$ cat src/rtl/irq_pkg.sv
package irq_pkg;
  localparam int IRQ_ADDR_W = 2;

  typedef enum logic [IRQ_ADDR_W-1:0] {
    SEL_MASK = 2'd0,
    SEL_STAT = 2'd1,
    SEL_CLR  = 2'd2,
    SEL_RSVD = 2'd3
  } reg_sel_e;
endpackage

$ cat src/rtl/irq_src_cond.sv
// Per-source conditioning: edge detect or pass-through, picked per bit.
module irq_src_cond #(
  parameter int              NUM_SRC  = 5,
  parameter logic [NUM_SRC-1:0] EDGE_SRC = 5'b00001
) (
  input  logic               clk,
  input  logic               rst_n,
  input  logic [NUM_SRC-1:0] src_i,
  output logic [NUM_SRC-1:0] hit_o
);
  for (genvar g = 0; g < NUM_SRC; g++) begin : g_src
    if (EDGE_SRC[g]) begin : g_edge
      logic prev_q;

      always_ff @(posedge clk or negedge rst_n) begin
        if (!rst_n) prev_q <= 1'b0;
        else        prev_q <= src_i[g];
      end

      assign hit_o[g] = src_i[g] & ~prev_q;
    end else begin : g_level
      assign hit_o[g] = src_i[g];
    end
  end
endmodule

$ cat src/rtl/irq_status.sv
// Sticky status bits; a hardware or software set beats a clear.
module irq_status #(
  parameter int NUM_SRC = 5
) (
  input  logic               clk,
  input  logic               rst_n,
  input  logic [NUM_SRC-1:0] hw_set_i,
  input  logic [NUM_SRC-1:0] sw_set_i,
  input  logic [NUM_SRC-1:0] sw_clr_i,
  output logic [NUM_SRC-1:0] stat_o
);
  logic [NUM_SRC-1:0] stat_d;

  always_comb stat_d = (stat_o & ~sw_clr_i) | hw_set_i | sw_set_i;

  always_ff @(posedge clk or negedge rst_n) begin
    if (!rst_n) stat_o <= '0;
    else        stat_o <= stat_d;
  end
endmodule

$ cat src/rtl/irq_regif.sv
// Register decode, enable mask storage and registered read mux.
module irq_regif
  import irq_pkg::*;
#(
  parameter int NUM_SRC = 5,
  parameter int DATA_W  = 32
) (
  input  logic                  clk,
  input  logic                  rst_n,
  input  logic                  reg_wr_i,
  input  logic                  reg_rd_i,
  input  logic [IRQ_ADDR_W-1:0] reg_addr_i,
  input  logic [DATA_W-1:0]     reg_wdata_i,
  input  logic [NUM_SRC-1:0]    stat_i,
  input  logic                  core_lvl_i,
  output logic [NUM_SRC-1:0]    mask_o,
  output logic [NUM_SRC-1:0]    sw_set_o,
  output logic [NUM_SRC-1:0]    sw_clr_o,
  output logic [DATA_W-1:0]     rdata_o
);
  reg_sel_e           sel;
  logic [NUM_SRC-1:0] wbits;
  logic [DATA_W-1:0]  rd_mux;
  logic               unused_wdata;

  assign sel          = reg_sel_e'(reg_addr_i);
  assign wbits        = reg_wdata_i[NUM_SRC-1:0];
  assign unused_wdata = ^reg_wdata_i[DATA_W-1:NUM_SRC];

  assign sw_set_o = (reg_wr_i && sel == SEL_STAT) ? wbits : '0;
  assign sw_clr_o = (reg_wr_i && sel == SEL_CLR)  ? wbits : '0;

  always_ff @(posedge clk or negedge rst_n) begin
    if (!rst_n)                          mask_o <= '0;
    else if (reg_wr_i && sel == SEL_MASK) mask_o <= wbits;
  end

  always_comb begin
    rd_mux = '0;
    case (sel)
      SEL_MASK: rd_mux[NUM_SRC-1:0] = mask_o;
      SEL_STAT: begin
        rd_mux[NUM_SRC-1:0] = stat_i;
        rd_mux[DATA_W-1]    = core_lvl_i;
      end
      default:  rd_mux = '0;
    endcase
  end

  always_ff @(posedge clk or negedge rst_n) begin
    if (!rst_n)        rdata_o <= '0;
    else if (reg_rd_i) rdata_o <= rd_mux;
  end
endmodule

$ cat src/rtl/irq_edge_ctrl.sv
module irq_edge_ctrl
  import irq_pkg::*;
#(
  parameter int                 NUM_SRC  = 5,
  parameter int                 DATA_W   = 32,
  parameter logic [NUM_SRC-1:0] EDGE_SRC = 5'b00001
) (
  input  logic                  clk,
  input  logic                  rst_n,
  input  logic [NUM_SRC-1:0]    src_i,
  input  logic                  reg_wr_i,
  input  logic                  reg_rd_i,
  input  logic [IRQ_ADDR_W-1:0] reg_addr_i,
  input  logic [DATA_W-1:0]     reg_wdata_i,
  output logic [DATA_W-1:0]     reg_rdata_o,
  output logic                  irq_o
);
  logic [NUM_SRC-1:0] hit_w;
  logic [NUM_SRC-1:0] stat_w;
  logic [NUM_SRC-1:0] mask_w;
  logic [NUM_SRC-1:0] sw_set_w;
  logic [NUM_SRC-1:0] sw_clr_w;

  irq_src_cond #(.NUM_SRC(NUM_SRC), .EDGE_SRC(EDGE_SRC)) u_cond (
    .clk   (clk),
    .rst_n (rst_n),
    .src_i (src_i),
    .hit_o (hit_w)
  );

  irq_status #(.NUM_SRC(NUM_SRC)) u_stat (
    .clk      (clk),
    .rst_n    (rst_n),
    .hw_set_i (hit_w),
    .sw_set_i (sw_set_w),
    .sw_clr_i (sw_clr_w),
    .stat_o   (stat_w)
  );

  irq_regif #(.NUM_SRC(NUM_SRC), .DATA_W(DATA_W)) u_regs (
    .clk         (clk),
    .rst_n       (rst_n),
    .reg_wr_i    (reg_wr_i),
    .reg_rd_i    (reg_rd_i),
    .reg_addr_i  (reg_addr_i),
    .reg_wdata_i (reg_wdata_i),
    .stat_i      (stat_w),
    .core_lvl_i  (src_i[0]),
    .mask_o      (mask_w),
    .sw_set_o    (sw_set_w),
    .sw_clr_o    (sw_clr_w),
    .rdata_o     (reg_rdata_o)
  );

  assign irq_o = |(stat_w & mask_w);
endmodule

$ cat config.mk
export PLATFORM = sky130hd
export DESIGN_NAME = irq_edge_ctrl
export DESIGN_NICKNAME = d
export VERILOG_FILES = /design/src/rtl/irq_pkg.sv /design/src/rtl/irq_src_cond.sv /design/src/rtl/irq_status.sv /design/src/rtl/irq_regif.sv /design/src/rtl/irq_edge_ctrl.sv
export SDC_FILE = /design/constraint.sdc
export NUM_CORES = 1
export LEC_CHECK = 0
export BUFFER_PORTS_ARGS = -buffer_cell sky130_fd_sc_hd__buf_2
export CELL_PAD_IN_SITES_DETAIL_PLACEMENT = 1
export CELL_PAD_IN_SITES_GLOBAL_PLACEMENT = 2
export CORE_MARGIN = 4
export CORE_UTILIZATION = 22
export CTS_CLUSTER_DIAMETER = 150
export DETAILED_ROUTE_END_ITERATION = 8
export HOLD_SLACK_MARGIN = 0.1
export PLACE_DENSITY = 0.81
export SLEW_MARGIN = 20
export SYNTH_ARGS = -nofsm -noshare
export SYNTH_HDL_FRONTEND = slang
export SYNTH_SLANG_ARGS = --single-unit
$ cat constraint.sdc
create_clock -name clk -period 1.5 [get_ports clk]
set_input_delay 0.075 -clock clk [delete_from_list [all_inputs] [get_ports clk]]
set_output_delay 0.075 -clock clk [all_outputs]
set_load 0.02 [all_outputs]
After elaboration in Yosys (flattened, before gate mapping)

Cells that the tools add are included.

Multiplexer cells: 4
Equality and inequality tests: 2
Reductions and logical operators: 5
Bitwise logic cells: 7

Operator list:

| cell                                                 | number |
|---|---|
| AND 5 bit                                            | 2 |
| 2-to-1 mux 5 bit                                     | 2 |
| OR 5 bit                                             | 2 |
| one-hot mux 5 bit (2 select lines)                   | 1 |
| NOT 5 bit                                            | 1 |
| OR reduction 5 bit                                   | 1 |
| logical AND 1 bit                                    | 3 |
| equality test 2 x 1 -> 1 bit (second input constant) | 1 |
| equality test 2 bit (second input constant)          | 1 |
| logical NOT 2 bit                                    | 1 |
| AND 1 bit                                            | 1 |
| 2-to-1 mux 1 bit                                     | 1 |
| NOT 1 bit                                            | 1 |

Bits in registers: 17
Word-level logic and storage cells: 22
Bits of input ports: 43

Logic depth before layout (Yosys ltp)

Word-level depth: 7
Depth in mapped cells: 3

Hierarchy

Synthesis repeated with hierarchy kept, for this count alone.

Cell total of the unflattened synthesis: 105
Area, all modules: 1044.8 µm²

Modules (own cells, without submodules):

| module        | area each (µm²) | sequential area each (µm²) | times used | cells an instance |
|---|---|---|---|---|
| irq_regif     | 767.0           | 275.3                      | 1          | 76 |
| irq_status    | 187.7           | 125.1                      | 1          | 20 |
| irq_src_cond  | 68.8            | 25.0                       | 1          | 6 |
| irq_edge_ctrl | 21.3            | 0.0                        | 1          | 3 |

Least setup slack after synthesis

OpenSTA, ideal clock, no wires.

Path type: register -> output
Start point: register u_regs.mask_o[0]
End point: output port irq_o
Data arrival time: 0.871 ns
Data required time: 1.425 ns
Slack: 0.554 ns
Cell stages (with the launch flop): 3
Cell sequence: dfrtp_1 -> a222oi_1 -> nand2_1

Cells in the longest elaborated chain, start to end: 2

Ends and longest elaborated chain:

| what                     | RTL line            | source |
|---|---|---|
| start: declaration       | irq_regif.sv:16     | `output logic [NUM_SRC-1:0] mask_o,` |
| start signal: assignment | irq_regif.sv:35     | `else if (reg_wr_i && sel == SEL_MASK) mask_o <= wbits;` |
| AND 5 bit                | irq_edge_ctrl.sv:55 | `assign irq_o = \|(stat_w & mask_w);` |
| OR reduction 5 bit       | irq_edge_ctrl.sv:55 |  |
| end: declaration         | irq_edge_ctrl.sv:16 | `output logic irq_o` |

Every way passes these cells.

Worst setup path after layout

Start point: register u_stat.stat_o[0]
End point: output port irq_o

Cells in the longest elaborated chain, start to end: 2

Ends and longest elaborated chain:

| what                     | RTL line            | source |
|---|---|---|
| start: declaration       | irq_status.sv:10    | `output logic [NUM_SRC-1:0] stat_o` |
| start signal: assignment | irq_status.sv:18    | `else stat_o <= stat_d;` |
| AND 5 bit                | irq_edge_ctrl.sv:55 |  |
| OR reduction 5 bit       | irq_edge_ctrl.sv:55 |  |

Every way passes these cells.

==> results.sh <==
export IMPL_cp_start_kind="register"
export IMPL_clock_latency_ps=250
export IMPL_vdd_drop_max_mv=0.5834
export IMPL_firstDrtPassIters=4
export IMPL_cellPowerDensity_nw_per_um2=995.0
export IMPL_path_class="register to primary output"
export IMPL_fillers=503
export IMPL_arrival_ps=1320
export IMPL_finalHoldViolCount=0
export IMPL_min_delay_path_class="input pin to register"
export IMPL_io_buffers=22
export IMPL_vias_per_cell=3.962
export IMPL_syn_to_final_growth_pct=23.42
export IMPL_drive_above_1_share_pct=25.38
export IMPL_cts_sinks=17
export IMPL_final_max_slew_viol_count=0
export IMPL_die_w_microns=75.03
export IMPL_antenna_cells=0
export IMPL_max_clock_freq_ghz=0.7153
export IMPL_dp_hpwl_mm=1.810
export IMPL_status="completed"
export IMPL_rows=24
export IMPL_utilization_pct=28.02
export IMPL_place_gp_congestion=0.7810
export IMPL_nets=174
export IMPL_rsz0062_at_grt="true"
export IMPL_cap_viol_max_count=0
export IMPL_ys_ff_latch=17
export IMPL_drc=0
export IMPL_ios=76
export IMPL_postRouteWirelength_mm=2.316
export IMPL_place_area_sq_um=1057
export IMPL_syn_area_per_cell_sq_um=10.40
export IMPL_cp_required_ps=1420
export IMPL_vias=721
export IMPL_grt_pass1_wl_mm=3.843
export IMPL_synth_area_sq_um=988.4
export IMPL_dr_first_iter_drc_count=19
export IMPL_gr_usage_all_layers_pct=8.960
export IMPL_antenna_found_initial=0
export IMPL_initial_core_util_pct=22.70
export IMPL_max_clock_path_buffers=2
export IMPL_synth_edf_count=0
export IMPL_ant_nets=0
export IMPL_cts_made_buffers=3
export IMPL_cp_end_kind="primary output"
export IMPL_grt_max_degree=18
export IMPL_skew_ps=1.791
export IMPL_p_leak_nw=0.6097
export IMPL_die_area_sq_um=5630
export IMPL_synthCells=95
export IMPL_ys_seq_area_share_pct=43.04
export IMPL_cts_tree="built"
export IMPL_period_minus_slack_ps=1398
export IMPL_synth_cell_types=19
export IMPL_h_tree_depth=1
export IMPL_ys_async_sr_fraction_pct=100.0
export IMPL_die_height_microns=75.03
export IMPL_cts_root_buf="clkbuf_8"
export IMPL_ys_warn_count=0
export IMPL_grt_overflow_total=0
export IMPL_fin_crit_sh_pct=93.20
export IMPL_wire_per_inst_microns=12.73
export IMPL_cts_clk_slew_worst_paths_ps=70
export IMPL_setup_viol=0
export IMPL_design_area_sq_um=1220
export IMPL_grt_pass1_vias=801
export IMPL_core_area_sq_um=4354
export IMPL_synthFlopType="dfrtp_1"
export IMPL_worst_path_max_fanout=4
## layout make-up
class	count	area [sq um]	area share [%]
inverter	7	26.28	2.154
timing repair buffer	33	226.5	18.56
sequential	17	425.4	34.87
clock inverter	1	5.005	0.4103
tap	52	65.06	5.333
multi-input combinational	69	430.4	35.28
clock buffer	3	41.29	3.385
## state kept, by name, summed over array words and instances, names as in the netlist
register                    count
u_stat.stat_o                   5
u_regs.rdata_o                  6
u_regs.mask_o                   5
u_cond.g_src.g_edge.prev_q      1
## through the flow
| step | total power (W) | setup WS, ps | std cells | TNS (ps) | hold WS (ps) |
|---|---|---|---|---|---|
| 5_1_grt | 0.001297 | -23.42 | 182 | -23.42 | 124.2 |
| 2_1_floorplan | 0.0008087 | 554.3 | 120 | 0 | -220.6 |
| 6_report | 0.001214 | 102.0 | 182 | 0 | 131.8 |
| 3_5_place_dp | 0.0008559 | 336.6 | 167 | 0 | 22.67 |
| 4_1_cts | 0.001221 | 96.20 | 182 | 0 | 121.0 |
| 3_3_place_gp | 0.0008392 | 372.8 | 167 | 0 | 4.728 |
## layer usage
| layer | global-route usage, % | part of all wire, % |
|---|---|---|
| met1 | 11.48 | 44 |
| met2 | 14.60 | 47 |
| met3 | 3.605 | 9.1 |
| met4 | 1.186 | 0 |
| met5 | 0 | 0 |
## cell usage after synthesis (4+ instances only)
master | instances | area share, %
o21bai_1 | 4 | 3.0
a21oi_1 | 10 | 5.1
mux2_4 | 5 | 7.6
nand3_1 | 5 | 2.5
o22ai_1 | 6 | 3.8
inv_1 | 7 | 2.7
buf_4 | 26 | 20
mux2i_1 | 5 | 5.1
dfrtp_1 | 17 | 43
## worst paths after layout
path | start | end | depth (start not counted) | slack (ps)
max | u_stat.stat_o[0] | irq_o | 3 | 100
min | reg_rd_i | u_regs.rdata_o[1] | 2 | 130
max reg2reg | u_stat.stat_o[4] | u_regs.rdata_o[4] | 2 | 620
min reg2reg | u_cond.g_src[0].g_edge.prev_q | u_stat.stat_o[0] | 1 | 460
max in group asynchronous | rst_n | u_stat.stat_o[2] | 2 | 940
min in group asynchronous | rst_n | u_regs.rdata_o[31] | 2 | 280
## critical path, cell delays in order, from the launching register on
cell      delay, ps
dfrtp_1         420
a222oi_1        360
nand2_1         150
buf_6           150
## placed cells by master, fill, tap and decap left out, drive strengths merged, types with 3 or more instances in the layout
| cell | instances |
|---|---|
| a21oi | 10 |
| buf | 22 |
| clkbuf | 3 |
| conb | 26 |
| dfrtp | 17 |
| dlygate4sd3 | 11 |
| inv | 7 |
| mux2 | 5 |
| mux2i | 5 |
| nand3 | 5 |
| o21bai | 4 |
| o22ai | 6 |
## power by group
group | switching, W | internal (W)
clock | 0.000156 | 0.000184
sequential | 0.0000466 | 0.000515
combinational | 0.000180 | 0.000132
total | 0.000382 | 0.000832
## cell families (layout without fill, tap and decap cells)
kind of cell,after synthesis,after routing,synth area share [%]
other,1,26,0.3794
flip-flops,17,17,43.04
AND/OR/NAND/NOR,10,10,6.835
multiplexers,10,10,12.66
AO/OA/AOI/OAI,23,23,14.18
buffers and inverters,34,44,22.91
## repair_timing
item	4_1_cts	5_1_grt
hold endpoints to repair	28	0
hold buffers	11	0
setup endpoints to repair	0	1
gates resized for setup	0	2
buffers inserted	0	0
Power figures use the tool's default switching activity.
